===== config.mk =====
export PLATFORM = sky130hd
export DESIGN_NAME = pmode_cfg
export DESIGN_NICKNAME = d
export VERILOG_FILES = /design/src/rtl/pmode_pkg.sv /design/src/rtl/pmode_cmd_regs.sv /design/src/rtl/pmode_resolve.sv /design/src/rtl/pmode_out_stage.sv /design/src/rtl/pmode_cfg.sv
export SDC_FILE = /design/constraint.sdc
export NUM_CORES = 1
export LEC_CHECK = 0
export CAP_MARGIN = 20
export CORE_MARGIN = 3
export CORE_UTILIZATION = 32
export DETAILED_ROUTE_END_ITERATION = 10
export PLACE_DENSITY = 0.82
export SYNTH_ARGS = -nofsm -noshare
export SYNTH_HDL_FRONTEND = slang
export SYNTH_SLANG_ARGS = --single-unit

===== constraint.sdc =====
create_clock -name clk -period 1.2 [get_ports clk]
set_input_delay 0.18 -clock clk [delete_from_list [all_inputs] [get_ports clk]]
set_output_delay 0.18 -clock clk [all_outputs]
set_load 0.02 [all_outputs]

===== src/rtl/pmode_pkg.sv =====
package pmode_pkg;

   // resolved recording mode, consumed by the Gap2 and sync timers
   typedef enum logic [1:0] {
      PM_CONV    = 2'b00,
      PM_PERP_LO = 2'b01,
      PM_PERP_HI = 2'b10
   } pmode_e;

   localparam int CMD_W     = 8;
   localparam int BIT_WGSEL = 0;
   localparam int BIT_GPSEL = 1;
   localparam int BIT_FLAG0 = 2;
   localparam int BIT_FLEN  = 7;
   localparam int MAX_DRV   = BIT_FLEN - BIT_FLAG0;

   localparam logic [1:0] RATE_TOP = 2'b11;

endpackage


===== src/rtl/pmode_cmd_regs.sv =====
module pmode_cmd_regs
   import pmode_pkg::*;
#(
   parameter int NUM_DRIVES = 4
) (
   input  logic                  clk,
   input  logic                  rst_n,
   input  logic                  soft_rst,
   input  logic                  cmd_wr,
   input  logic [CMD_W-1:0]      cmd_byte,
   output logic                  gpsel_q,
   output logic                  wgsel_q,
   output logic [NUM_DRIVES-1:0] flags_q
);

   logic take_cmd;
   logic take_flags;

   // a soft reset in the same cycle swallows the write
   assign take_cmd   = cmd_wr && !soft_rst;
   assign take_flags = take_cmd && cmd_byte[BIT_FLEN];

   always_ff @(posedge clk or negedge rst_n) begin
      if (!rst_n) begin
         gpsel_q <= 1'b0;
         wgsel_q <= 1'b0;
      end else if (soft_rst) begin
         gpsel_q <= 1'b0;
         wgsel_q <= 1'b0;
      end else if (take_cmd) begin
         gpsel_q <= cmd_byte[BIT_GPSEL];
         wgsel_q <= cmd_byte[BIT_WGSEL];
      end
   end

   // one flag register per drive, cleared only by the hardware reset
   for (genvar d = 0; d < NUM_DRIVES; d++) begin : g_flag
      always_ff @(posedge clk or negedge rst_n) begin
         if (!rst_n) begin
            flags_q[d] <= 1'b0;
         end else if (take_flags) begin
            flags_q[d] <= cmd_byte[BIT_FLAG0 + d];
         end
      end
   end

   AST_FLAGS_HELD: assert property (@(posedge clk) disable iff (!rst_n)
      (cmd_wr && !cmd_byte[BIT_FLEN]) |=> $stable(flags_q)) else $error("flags moved without enable");

   AST_SOFT_CLEARS: assert property (@(posedge clk) disable iff (!rst_n)
      soft_rst |=> (!gpsel_q && !wgsel_q && $stable(flags_q))) else $error("soft reset effect wrong");

   AST_SOFT_BEATS_WRITE: assert property (@(posedge clk) disable iff (!rst_n)
      (soft_rst && cmd_wr) |=> (!gpsel_q && !wgsel_q)) else $error("write passed soft reset");

endmodule


===== src/rtl/pmode_resolve.sv =====
module pmode_resolve
   import pmode_pkg::*;
#(
   parameter int NUM_DRIVES = 4,
   parameter int SEL_W      = 2,
   parameter int PRE_W      = 3
) (
   input  logic                  gpsel,
   input  logic                  wgsel,
   input  logic [NUM_DRIVES-1:0] flags,
   input  logic [SEL_W-1:0]      drv_sel,
   input  logic [1:0]            rate_sel,
   input  logic [PRE_W-1:0]      precomp_in,
   output pmode_e                mode_nxt,
   output logic [PRE_W-1:0]      precomp_nxt
);

   logic sel_flag;

   // an out-of-range selection reads as a conventional drive
   always_comb begin
      sel_flag = 1'b0;
      for (int d = 0; d < NUM_DRIVES; d++) begin
         if (drv_sel == SEL_W'(d)) sel_flag = flags[d];
      end
   end

   always_comb begin
      unique case ({wgsel, gpsel})
         2'b11:   mode_nxt = PM_PERP_HI;
         2'b10:   mode_nxt = PM_PERP_LO;
         2'b01:   mode_nxt = PM_CONV;
         default: begin
            if (!sel_flag)                mode_nxt = PM_CONV;
            else if (rate_sel == RATE_TOP) mode_nxt = PM_PERP_HI;
            else                          mode_nxt = PM_PERP_LO;
         end
      endcase
   end

   assign precomp_nxt = (mode_nxt == PM_CONV) ? precomp_in : '0;

endmodule


===== src/rtl/pmode_out_stage.sv =====
module pmode_out_stage
   import pmode_pkg::*;
#(
   parameter int PRE_W   = 3,
   parameter bit OUT_REG = 1'b1
) (
   input  logic             clk,
   input  logic             rst_n,
   input  pmode_e           mode_nxt,
   input  logic [PRE_W-1:0] precomp_nxt,
   output pmode_e           mode_q,
   output logic [PRE_W-1:0] precomp_q
);

   if (OUT_REG) begin : g_reg
      always_ff @(posedge clk or negedge rst_n) begin
         if (!rst_n) begin
            mode_q    <= PM_CONV;
            precomp_q <= '0;
         end else begin
            mode_q    <= mode_nxt;
            precomp_q <= precomp_nxt;
         end
      end
   end else begin : g_thru
      assign mode_q    = mode_nxt;
      assign precomp_q = precomp_nxt;
   end

endmodule


===== src/rtl/pmode_cfg.sv =====
module pmode_cfg
   import pmode_pkg::*;
#(
   parameter int NUM_DRIVES = 4,
   parameter int PRECOMP_W  = 3,
   parameter bit OUT_REG    = 1'b1,
   localparam int SEL_W     = (NUM_DRIVES > 1) ? $clog2(NUM_DRIVES) : 1
) (
   input  logic                 clk,
   input  logic                 rst_n,
   input  logic                 soft_rst,
   input  logic                 cmd_wr,
   input  logic [7:0]           cmd_byte,
   input  logic [SEL_W-1:0]     drv_sel,
   input  logic [1:0]           rate_sel,
   input  logic [PRECOMP_W-1:0] precomp_in,
   output logic [1:0]           mode_out,
   output logic [PRECOMP_W-1:0] precomp_out
);

   if (NUM_DRIVES < 1 || NUM_DRIVES > MAX_DRV) begin : g_bad_drives
      $error("NUM_DRIVES must fit the flag field of the command byte");
   end
   if (PRECOMP_W < 1) begin : g_bad_precomp
      $error("PRECOMP_W must be at least 1");
   end

   logic                  gpsel_q;
   logic                  wgsel_q;
   logic [NUM_DRIVES-1:0] flags_q;
   pmode_e                mode_nxt;
   pmode_e                mode_q;
   logic [PRECOMP_W-1:0]  precomp_nxt;

   pmode_cmd_regs #(.NUM_DRIVES(NUM_DRIVES)) u_regs (
      .clk      (clk),
      .rst_n    (rst_n),
      .soft_rst (soft_rst),
      .cmd_wr   (cmd_wr),
      .cmd_byte (cmd_byte),
      .gpsel_q  (gpsel_q),
      .wgsel_q  (wgsel_q),
      .flags_q  (flags_q)
   );

   pmode_resolve #(
      .NUM_DRIVES (NUM_DRIVES),
      .SEL_W      (SEL_W),
      .PRE_W      (PRECOMP_W)
   ) u_resolve (
      .gpsel       (gpsel_q),
      .wgsel       (wgsel_q),
      .flags       (flags_q),
      .drv_sel     (drv_sel),
      .rate_sel    (rate_sel),
      .precomp_in  (precomp_in),
      .mode_nxt    (mode_nxt),
      .precomp_nxt (precomp_nxt)
   );

   pmode_out_stage #(
      .PRE_W   (PRECOMP_W),
      .OUT_REG (OUT_REG)
   ) u_out (
      .clk         (clk),
      .rst_n       (rst_n),
      .mode_nxt    (mode_nxt),
      .precomp_nxt (precomp_nxt),
      .mode_q      (mode_q),
      .precomp_q   (precomp_out)
   );

   assign mode_out = mode_q;

   AST_MODE_LEGAL: assert property (@(posedge clk) disable iff (!rst_n)
      mode_out != 2'b11) else $error("illegal mode code");

   AST_PRECOMP_ZERO: assert property (@(posedge clk) disable iff (!rst_n)
      (mode_out != PM_CONV) |-> (precomp_out == '0)) else $error("precomp not zero");

   if (OUT_REG) begin : g_reg_checks
      AST_GLOBAL_HI: assert property (@(posedge clk) disable iff (!rst_n)
         (gpsel_q && wgsel_q) |=> (mode_out == PM_PERP_HI)) else $error("global hi override");

      AST_GLOBAL_LO: assert property (@(posedge clk) disable iff (!rst_n)
         (wgsel_q && !gpsel_q) |=> (mode_out == PM_PERP_LO)) else $error("global lo override");

      AST_GAP_ONLY_CONV: assert property (@(posedge clk) disable iff (!rst_n)
         (gpsel_q && !wgsel_q) |=> (mode_out == PM_CONV)) else $error("gap-only not conv");
   end

endmodule


; ---- After elaboration in Yosys (flattened, before gate mapping)
; Index checks and enable logic that the tools add are counted.
[totals]
reg_bits = 11
input_bits = 19
out_inout_bits = 5
wordCells = 33
[classes]
eq_ne = 7
n_mux = 12
n_reduce_logical = 6
[op_table]
columns = cell, count
row1 = $eq A2 B2 Y1 const B, 5
row2 = $mux W1, 8
row3 = $pmux W2 S3, 1
row4 = $eq A2 B1 Y1 const B, 2
row5 = $logic_not A2 Y1, 2
row6 = $mux W2, 2
row7 = $mux W3, 1
row8 = $logic_and A1 B1 Y1, 2
row9 = $reduce_bool A2 Y1, 1
row10 = $logic_not A1 Y1, 1

; ---- Depth between registers and ports, before layout
; Gate-level depths: netlist of the first run.
[logic_depth]
ltp_word = 9
depth_mapped = 2

; ---- By module
; Synthesis of the first run repeated with hierarchy kept, for this count alone.
[hier_totals]
hier_cells = 32
hier_area_um2 = 475.5
[by_module_without_submodules]
columns = module, n_inst, cells_per_inst, area_per_inst_um2, seq_area_each_um2
row1 = pmode_cmd_regs, 1, 15, 257.7, 150.1
row2 = pmode_out_stage, 1, 5, 125.1, 125.1
row3 = pmode_resolve, 1, 12, 92.6, 0.0

; ---- Worst setup path before layout of the first run
; No wires, ideal clock.
[synth_timing]
kind = register to register
start = register u_regs.flags_q[3]
end = register u_out.mode_q[1]
setup_time_ns = 0.121
arrival_time_ns = 1.039
t_required_ns = 1.079
slack_ns = 0.040
path_stages_with_launch = 3
path_cell_list = dfrtp_1 > mux4_2 > a22o_1
[synth_between]
elab_chain_cells = 3
[synth_rtl]
columns = element, line_no
row1 = "start, declared", pmode_cmd_regs.sv:13  ; output logic [NUM_DRIVES-1:0] flags_q
row2 = "start signal, assigned by index", pmode_cmd_regs.sv:42  ; flags_q[d] <= cmd_byte[BIT_FLAG0 + d];
row3 = $mux W1, pmode_resolve.sv:24  ; if (drv_sel == SEL_W'(d)) sel_flag = flags[d];
row4 = $mux W2, pmode_resolve.sv:34  ; if (!sel_flag) mode_nxt = PM_CONV;
row5 = $pmux W2 S3, pmode_resolve.sv:29  ; unique case ({wgsel, gpsel})
row6 = via mode_nxt[1], pmode_cfg.sv:31  ; pmode_e mode_nxt;
row7 = "end signal, assigned", pmode_out_stage.sv:21  ; mode_q <= mode_nxt;
row8 = "end, declared", pmode_out_stage.sv:11  ; output pmode_e mode_q,
; The timed path passes the listed nets, and every way through them passes these cells.
; A chain may end at the register's enable or synchronous reset.

; ---- Worst setup path after layout of the first run
[layout_timing]
start = register u_regs.flags_q[3]
end = register u_out.mode_q[0]
; The elaborated chain is that of the path after synthesis.

==> impl_metrics.yaml, run 1 <==
timing:
  clock.fmax_ghz: 0.823
  max-slew-margin-rel_pct: 68.9
  fin_crit_sh_pct: 101
  hold_violations: 0
  worstMarginPinSlew_ns: 0.465
  skew_ns: 0.000492
  rsz0062_at_grt: "true"
  worst_slack_ns: -0.0151
  finalSetupViolations: 2
  fin_tns_setup_ns: -0.0280
  period_minus_slack_ns: 1.22
  drv_slew: 0
cells_and_area:
  syn_to_final_growth_pct: 61.9
  num-fill-cells: 105
  drive_above_1_share_pct: 13.1
  final_nets: 81
  instances_no_fill: 75
  final_area_um2: 729
  num_antenna_cells: 0
logic_synthesis:
  synth_ff_type: "dfrtp_1"
  synth_area_leaders: "dfrtp_1 (61%), mux2_1 (10%), mux4_2 (5.0%), a21oi_1 (4.4%), mux2i_1 (4.4%)"
  synth-async-reset-ratio_pct: 100
  ys_types: 11
  yosysMostFrequentCell: "dfrtp_1"
  netlist_instances: 32
  synth_area_um2: 450
  postSynthAreaPerCell_um2: 14.1
  synth_edf_count: 0
  yosysWarnings: 0
  synth_top_area_share_pct: 61.1
  synth_seq_area_share_pct: 61.1
  synth.largest_area_cell: "dfrtp_1"
  synth_common_cells: "dfrtp_1 (11), a21oi_1 (4), mux2_1 (4)"
  ys_seq_elements: 11
  synth.net_count: 51
placed_design:
  pre_cts_ws_ns: -0.355
  hpwl_um: 733
  place_congestion: 0.635
  placed_area_um2: 703
  port_buffers: 22
  dp_cells: 70
floorplanning:
  num_io_pins: 24
  initial_utilization_pct: 37.0
  die_w_um: 43.5
  core.rowCount: 12
  core_um2: 1220
  die_h_um: 43.5
  dieArea_um2: 1890
clock_tree:
  clk_pin_slew_worst_paths_ns: 0.06
  cts.htree.levels: 1
  cts_tree: "yes"
  worstSkewPairLatency_ns: 0.27
  root_buffer: "clkbuf_4"
  ctsHoldBuffers: 0
  numCtsBuffers: 3
  cts.sinks: 11
  clockBufferDepth: 2
pwr:
  power_frac_comb_pct: 23.8
  ir_worst_vdd_mv: 0.641
  swShare_pct: 25.3
  p_per_area_nw_per_um2: 1250
  pwr-share-clk_pct: 27.3
  power.leakage_nw: 0.339
  sequentialPowerShare_pct: 48.9
  p_int_uw: 680
  switching_power_uw: 230
detailed_routing:
  dr.pass1.iters: 2
  drc: 0
  detail_route.wl_per_cell_um: 11.5
  antenna_left: 0
  routed-via-count: 351
  routed_wl_um: 862
  vias_per_cell: 4.68
  drtIter0Drc: 3
critical_path:
  path_max_fanout: 5
  worstPathRequired_ns: 1.36
  criticalPathCategory: "flop to flop"
  critPathCaptureType: "flop"
  start_kind: "flop"
  cp_data_arrival_time_ns: 1.38
global_route:
  track_usage_pct: 10.9
  overflow: 0
  grt_pass1_vias: 346
  grt_max_degree: 12
  antenna_found_initial: 0
  grt_pass1_wl_mm: 1.39
run_status:
  status: "finished, violations left"
  violations: "setup timing"
flow_run:
  drv_cap: 0
worst_hold_path:
  hold_class: "input pin to asynchronous set/reset pin"
-- power groups by stage --
stage          clock network, mW  logic, mW  registers, mW
2_1_floorplan                  0     0.0710          0.478
3_5_place_dp                   0      0.228          0.454
6_report                   0.249      0.217          0.445
4_1_cts                    0.258      0.220          0.446
3_3_place_gp                   0      0.221          0.451
5_1_grt                    0.273      0.234          0.453
-- critical path, cell delays in order (launching register included) --
cell	delay, ns
dfrtp_1	0.38
mux4_2	0.53
a22o_1	0.20
-- what timing repair did --
action                     CTS  global route
setup buffers                1             0
setup endpoints to repair    8             3
pin swaps                    2             2
resized for setup            6             0
-- kinds of logic (layout without fill, tap and decap cells) --
family / after synthesis / after routing / share of synthesized area, %
flip-flops: 11 / 11 / 61.1
AND/OR/NAND/NOR: 7 / 7 / 10.3
multiplexers: 7 / 7 / 19.4
buffers and inverters: 1 / 30 / 0.833
AO/OA/AOI/OAI: 6 / 6 / 8.33
-- sequential cells by signal, summed over array words and instances, names as in the netlist --
name,flops
u_out.precomp_q,3
u_regs.wgsel_q,1
u_regs.flags_q,4
u_out.mode_q,2
u_regs.gpsel_q,1
-- stage by stage --
step / power, mW / util, % / hold WS, ns
final: 0.910 / 60.0 / 0.229
after global routing: 0.960 / 60.0 / 0.253
after CTS: 0.924 / 60.0 / 0.236
after detailed placement: 0.682 / 57.8 / 0.489
after global placement: 0.672 / 57.8 / 0.471
after floorplan: 0.549 / - / -0.116
-- cell type report --
cell class | instances | area, µm² | share of cell area, %
flip-flops and latches | 11 | 275 | 37.7
repair buffers | 25 | 235 | 32.2
multi-input cells | 20 | 171 | 23.5
clock buffers | 4 | 26.3 | 3.60
well taps | 14 | 17.5 | 2.40
inverters | 1 | 3.75 | 0.515
-- path summary, 6_finish.rpt --
kind,cells past startpoint,end,slack [ns],from
min in group clk,3,u_out.precomp_q[0]$_DFF_PN0_,0.45,precomp_in[0]
worst min-delay path,1,u_regs.flags_q[3]$_DFFE_PN0P_,0.23,rst_n
max in group asynchronous,1,u_regs.flags_q[0]$_DFFE_PN0P_,0.66,rst_n
worst max-delay path,2,u_out.mode_q[0]$_DFF_PN0_,-0.02,u_regs.flags_q[3]$_DFFE_PN0P_
worst min register to register,1,u_regs.flags_q[0]$_DFFE_PN0P_,0.50,u_regs.flags_q[0]$_DFFE_PN0P_
worst max register to register,2,u_out.mode_q[0]$_DFF_PN0_,-0.02,u_regs.flags_q[3]$_DFFE_PN0P_
-- routing by layer --
| metal | wire length (µm) | global-route usage (%) | vias up |
|---|---|---|---|
| li1 | - | - | 174 |
| met1 | 313 | 9.28 | 151 |
| met2 | 425 | 18.6 | 21 |
| met3 | 99 | 6.64 | 5 |
| met4 | 24 | 7.23 | 0 |
| met5 | 0 | 0 | - |
-- cells in the final DEF (no fill, tap or decap), types with 2 or more instances in the layout --
cell type / Yosys / layout
a22o_1: 2 / 2
buf_4: 0 / 3
a21oi_1: 4 / 4
mux2i_1: 2 / 2
nor2_1: 2 / 2
clkbuf_4: 0 / 3
dlygate4sd2_1: 0 / 6
dfrtp_1: 11 / 11
nand2b_1: 3 / 3
clkdlybuf4s50_1: 0 / 16
mux2_1: 4 / 4
Power figures use the tool's default switching activity.
==> run 2: changes to the inputs <==
Settings changed: CORE_MARGIN 3 to 8, HOLD_SLACK_MARGIN set to 0.05, SETUP_SLACK_MARGIN set to 0.15.
==> impl_metrics.yaml, run 2 (same netlist as run 1, synthesis figures left out) <==
timing:
  max-slew-margin-rel_pct: 68.1
  finalSetupViolations: 2
  rsz0062_at_grt: "true"
  clock.fmax_ghz: 0.815
  whs_ns: 0.243
  hold_violations: 0
  worstMarginPinSlew_ns: 0.477
  fin_tns_setup_ns: -0.0325
  worst_slack_ns: -0.0271
  period_minus_slack_ns: 1.23
  skew_ns: 0.00134
  drv_slew: 0
  fin_crit_sh_pct: 102
run_status:
  violations: "setup timing"
  status: "finished, violations left"
floorplanning:
  die_w_um: 53.5
  num_io_pins: 24
  core.rowCount: 13
  core_um2: 1300
  initial_utilization_pct: 34.6
  die_h_um: 53.5
  dieArea_um2: 2860
detailed_routing:
  antenna_left: 0
  drtIter0Drc: 3
  drc: 0
  routed_wl_um: 979
  dr.pass1.iters: 2
  detail_route.wl_per_cell_um: 13.1
  routed-via-count: 356
  vias_per_cell: 4.75
clock_tree:
  root_buffer: "clkbuf_4"
  cts.htree.levels: 1
  clockBufferDepth: 2
  cts_tree: "yes"
  numCtsBuffers: 3
  clk_pin_slew_worst_paths_ns: 0.07
  worstSkewPairLatency_ns: 0.26
  cts.sinks: 11
  ctsHoldBuffers: 0
critical_path:
  worstReg2RegStart: "u_regs.flags_q[3]$_DFFE_PN0P_"
  path_max_fanout: 5
  start_kind: "flop"
  reg2regPathDepth: 2
  cp_data_arrival_time_ns: 1.37
  rrSetupSlack_ns: -0.03
  r2r-end: "u_out.mode_q[0]$_DFF_PN0_"
  worstPathRequired_ns: 1.35
  criticalPathCategory: "flop to flop"
  critPathCaptureType: "flop"
placed_design:
  place_congestion: 0.620
  port_buffers: 22
  pre_cts_ws_ns: -0.357
  hpwl_um: 832
pwr:
  p_int_uw: 673
  power_frac_comb_pct: 23.6
  pwr-share-clk_pct: 27.0
  sequentialPowerShare_pct: 49.4
  switching_power_uw: 227
  power.leakage_nw: 0.346
  swShare_pct: 25.2
  p_per_area_nw_per_um2: 1260
  ir_worst_vdd_mv: 0.667
global_route:
  grt_pass1_wl_mm: 1.68
  grt_max_degree: 12
  grt_pass1_vias: 401
  antenna_found_initial: 0
  track_usage_pct: 8.03
  overflow: 0
cells_and_area:
  mostFrequentLayoutCell: "clkdlybuf4s50_1"
  final_nets: 80
  largest-register: "u_regs.flags_q"
  reg_top3: "u_regs.flags_q x4, u_out.precomp_q x3, u_out.mode_q x2"
  num_antenna_cells: 0
  drive_above_1_share_pct: 23.3
  largest_reg_flops: 4
  num-fill-cells: 124
  mostFrequentLayoutCells: "clkdlybuf4s50_1 (13), dfrtp_1 (11), buf_2 (5)"
  syn_to_final_growth_pct: 58.1
  finish.utilization_pct: 54.7
flow_run:
  drv_cap: 0
worst_hold_path:
  hold_class: "input pin to asynchronous set/reset pin"
-- run 2: changes by cell type in the layout (fill, tap and decap cells not counted), sizes merged --
cell / delta
dlygate4sd2: -3
clkdlybuf4s50: -3
buf: +4
dlymetal6s2s: +1
-- run 2: power groups by stage --
stage | Clock, mW | Sequential (mW) | Combinational [mW]
6_report | 0.243 | 0.444 | 0.213
5_1_grt | 0.273 | 0.452 | 0.232
4_1_cts | 0.254 | 0.445 | 0.215
3_5_place_dp | 0 | 0.453 | 0.231
3_3_place_gp | 0 | 0.451 | 0.223
2_1_floorplan | 0 | 0.478 | 0.0710
-- run 2: metal layers --
| layer | up-vias | track usage (%) | wire length [µm] |
|---|---|---|---|
| li1 | 172 | - | - |
| met1 | 164 | 8.06 | 374 |
| met2 | 18 | 11.9 | 460 |
| met3 | 2 | 5.60 | 135 |
| met4 | 0 | 5.04 | 9 |
| met5 | - | 0 | 0 |
-- run 2: worst max-delay path, cell delays in order (launching register included) --
cell and delay [ns]:
dfrtp_1 0.38, mux4_2 0.53, a22o_1 0.21
-- run 2: layout make-up --
cell class / count / area, µm² / area share, %
Inverter: 1 / 3.75 / 0.527
Sequential cell: 11 / 275 / 38.7
Clock buffer: 4 / 26.3 / 3.69
Timing Repair Buffer: 24 / 209 / 29.3
Tap cell: 15 / 18.8 / 2.64
Multi-Input combinational cell: 20 / 179 / 25.1
-- run 2: worst max path at each step --
stage	startpoint	to
floorplan	u_regs.flags_q[3]$_DFFE_PN0P_	u_out.mode_q[1]$_DFF_PN0_
global placement	drv_sel[1]	u_out.mode_q[1]$_DFF_PN0_
detailed placement	drv_sel[1]	u_out.mode_q[0]$_DFF_PN0_
CTS	u_regs.flags_q[3]$_DFFE_PN0P_	u_out.mode_q[0]$_DFF_PN0_
global route	u_regs.flags_q[3]$_DFFE_PN0P_	u_out.mode_q[0]$_DFF_PN0_
finish	u_regs.flags_q[3]$_DFFE_PN0P_	u_out.mode_q[0]$_DFF_PN0_
-- run 2: metrics by stage --
step | total power [mW] | instances | instance area (µm²)
2_1_floorplan | 0.549 | 32 | 450
3_5_place_dp | 0.684 | 71 | 704
3_3_place_gp | 0.674 | 71 | 704
4_1_cts | 0.914 | 75 | 712
6_report | 0.900 | 75 | 712
5_1_grt | 0.956 | 75 | 712
-- run 2: what timing repair did --
action | 4_1_cts | 5_1_grt
setup buffers | 0 | 0
endpoints found under the setup margin | 14 | 10
resized for setup | 23 | 3
pin swaps | 2 | 2
==> run 3: changes to the inputs <==
Settings changed: CORE_AREA set to 8 8 45 47, CORE_MARGIN 8 to unset, CORE_UTILIZATION 32 to unset, DIE_AREA set to 0 0 53 55, PLACE_DENSITY 0.82 to 0.83.
Clock period 1.2 ns to 1.58 ns, I/O delays scaled along.
==> impl_metrics.yaml, run 3 (same netlist as run 1, synthesis figures left out) <==
global_route:
  grt_pass1_vias: 352
  track_usage_pct: 7.23
  overflow: 0
  antenna_found_initial: 0
  grt_pass1_wl_mm: 1.46
  grt_max_degree: 12
clock_tree:
  worstSkewPairLatency_ns: 0.27
  clk_pin_slew_worst_paths_ns: 0.07
  cts_tree: "yes"
  cts_setup_buffers: 0
  numCtsBuffers: 3
  clockBufferDepth: 2
  root_buffer: "clkbuf_4"
  ctsHoldBuffers: 0
  cts_resized: 5
  cts.htree.levels: 1
  cts.sinks: 11
timing:
  worstMarginPinSlew_ns: 0.472
  rsz0062_at_grt: "false"
  period_minus_slack_ns: 1.31
  hold_violations: 0
  drv_slew: 0
  finalSetupViolations: 0
  skew_ns: 0.000765
  clock.fmax_ghz: 0.762
  max-slew-margin-rel_pct: 68.4
  fin_crit_sh_pct: 83.1
  fin_tns_setup_ns: 0
floorplanning:
  core_um2: 1380
  die_w_um: 53
  initial_utilization_pct: 32.5
  num_io_pins: 24
  core.rowCount: 14
  dieArea_um2: 2920
  die_h_um: 55
detailed_routing:
  vias_per_cell: 4.72
  routed_wl_um: 942
  antenna_left: 0
  drc: 0
  drtIter0Drc: 5
  dr.pass1.iters: 4
  routed-via-count: 349
  detail_route.wl_per_cell_um: 12.7
critical_path:
  crit_path_cell_trace: "clkdlybuf4s50_1, mux4_2, a22o_1"
  worstPathRequired_ns: 1.74
  cpLargestDelayFamily: "multiplexers"
  cp_num_buf_inv: 1
  start_kind: "input pin"
  critPathCaptureType: "flop"
  slowest_delay_ns: 0.56
  cp_data_arrival_time_ns: 1.47
  path_max_fanout: 5
  rrSetupSlack_ns: 0.37
  criticalPathCategory: "input pin to flop"
  cpMaxStageDelayCell: "mux4_2"
flow_run:
  drv_cap: 0
cells_and_area:
  largest_reg_flops: 4
  reg_top3: "u_regs.flags_q x4, u_out.precomp_q x3, u_out.mode_q x2"
  syn_to_final_growth_pct: 57.8
  largest-register: "u_regs.flags_q"
  mostFrequentLayoutCells: "clkdlybuf4s50_1 (17), dfrtp_1 (11), dlygate4sd2_1 (5)"
  mostFrequentLayoutCell: "clkdlybuf4s50_1"
  final_nets: 78
  drive_above_1_share_pct: 8.62
  instances_no_fill: 74
  num_antenna_cells: 0
run_status:
  status: "complete, no violations"
placed_design:
  dp_cells: 70
  place_congestion: 0.661
  hpwl_um: 784
  port_buffers: 22
pwr:
  power.leakage_nw: 0.323
  p_per_area_nw_per_um2: 961
  ir_worst_vdd_mv: 0.429
worst_hold_path:
  hold_class: "input pin to asynchronous set/reset pin"
## run 3: cell types whose count changed in the layout (fill, tap and decap cells not counted), sizes merged
cell           previous run  this run
dlygate4sd2               3         5
buf                       7         0
dlymetal6s2s              1         0
clkdlybuf4s50            13        17
## run 3: per-layer routing
metal / track usage [%] / part of all wire, % / vias up / routed length [µm]
li1: - / - / 170 / -
met1: 7.67 / 38 / 157 / 362
met2: 10.5 / 46 / 19 / 437
met3: 3.48 / 12 / 3 / 113
met4: 6.47 / 3.1 / 0 / 29
met5: 0 / 0 / - / 0
## run 3: per-stage QoR
stage | cell area, µm² | worst slack, ns | hold slack [ns] | utilization, % | power (mW)
floorplan | 450 | 0.420 | -0.0586 | - | 0.417
detailed placement | 691 | -0.0266 | 0.479 | 49.9 | 0.514
global route | 711 | 0.234 | 0.325 | 51.4 | 0.728
finish | 711 | 0.268 | 0.289 | 51.4 | 0.683
CTS | 711 | 0.263 | 0.308 | 51.4 | 0.697
global placement | 691 | -0.00958 | 0.472 | 49.9 | 0.508
## run 3: worst paths after layout
check | start | endpoint | depth (start not counted)
hold / removal | rst_n | u_out.precomp_q[0]$_DFF_PN0_ | 1
max in group asynchronous | rst_n | u_regs.gpsel_q$_DFFE_PN0P_ | 1
setup / recovery | drv_sel[1] | u_out.mode_q[1]$_DFF_PN0_ | 3
min in group clk | u_regs.flags_q[1]$_DFFE_PN0P_ | u_regs.flags_q[1]$_DFFE_PN0P_ | 1
setup reg to reg | u_regs.flags_q[3]$_DFFE_PN0P_ | u_out.mode_q[1]$_DFF_PN0_ | 2
hold reg to reg | u_regs.flags_q[1]$_DFFE_PN0P_ | u_regs.flags_q[1]$_DFFE_PN0P_ | 1
## run 3: cell type report
class                           instances  area [µm²]
Timing Repair Buffer                   22         214
Fill cell                             127         673
Multi-Input combinational cell         20         171
Clock buffer                            4        26.3
Tap cell                               16        20.0
Inverter                                1        3.75
Sequential cell                        11         275
## run 3: power by group
| group | total (mW) | internal (mW) | switching [mW] | leakage, nW |
|---|---|---|---|---|
| sequential | 0.336 | 0.321 | 0.0153 | 0.138 |
| clock | 0.192 | 0.0978 | 0.0937 | 0.0150 |
| combinational | 0.155 | 0.0897 | 0.0654 | 0.170 |
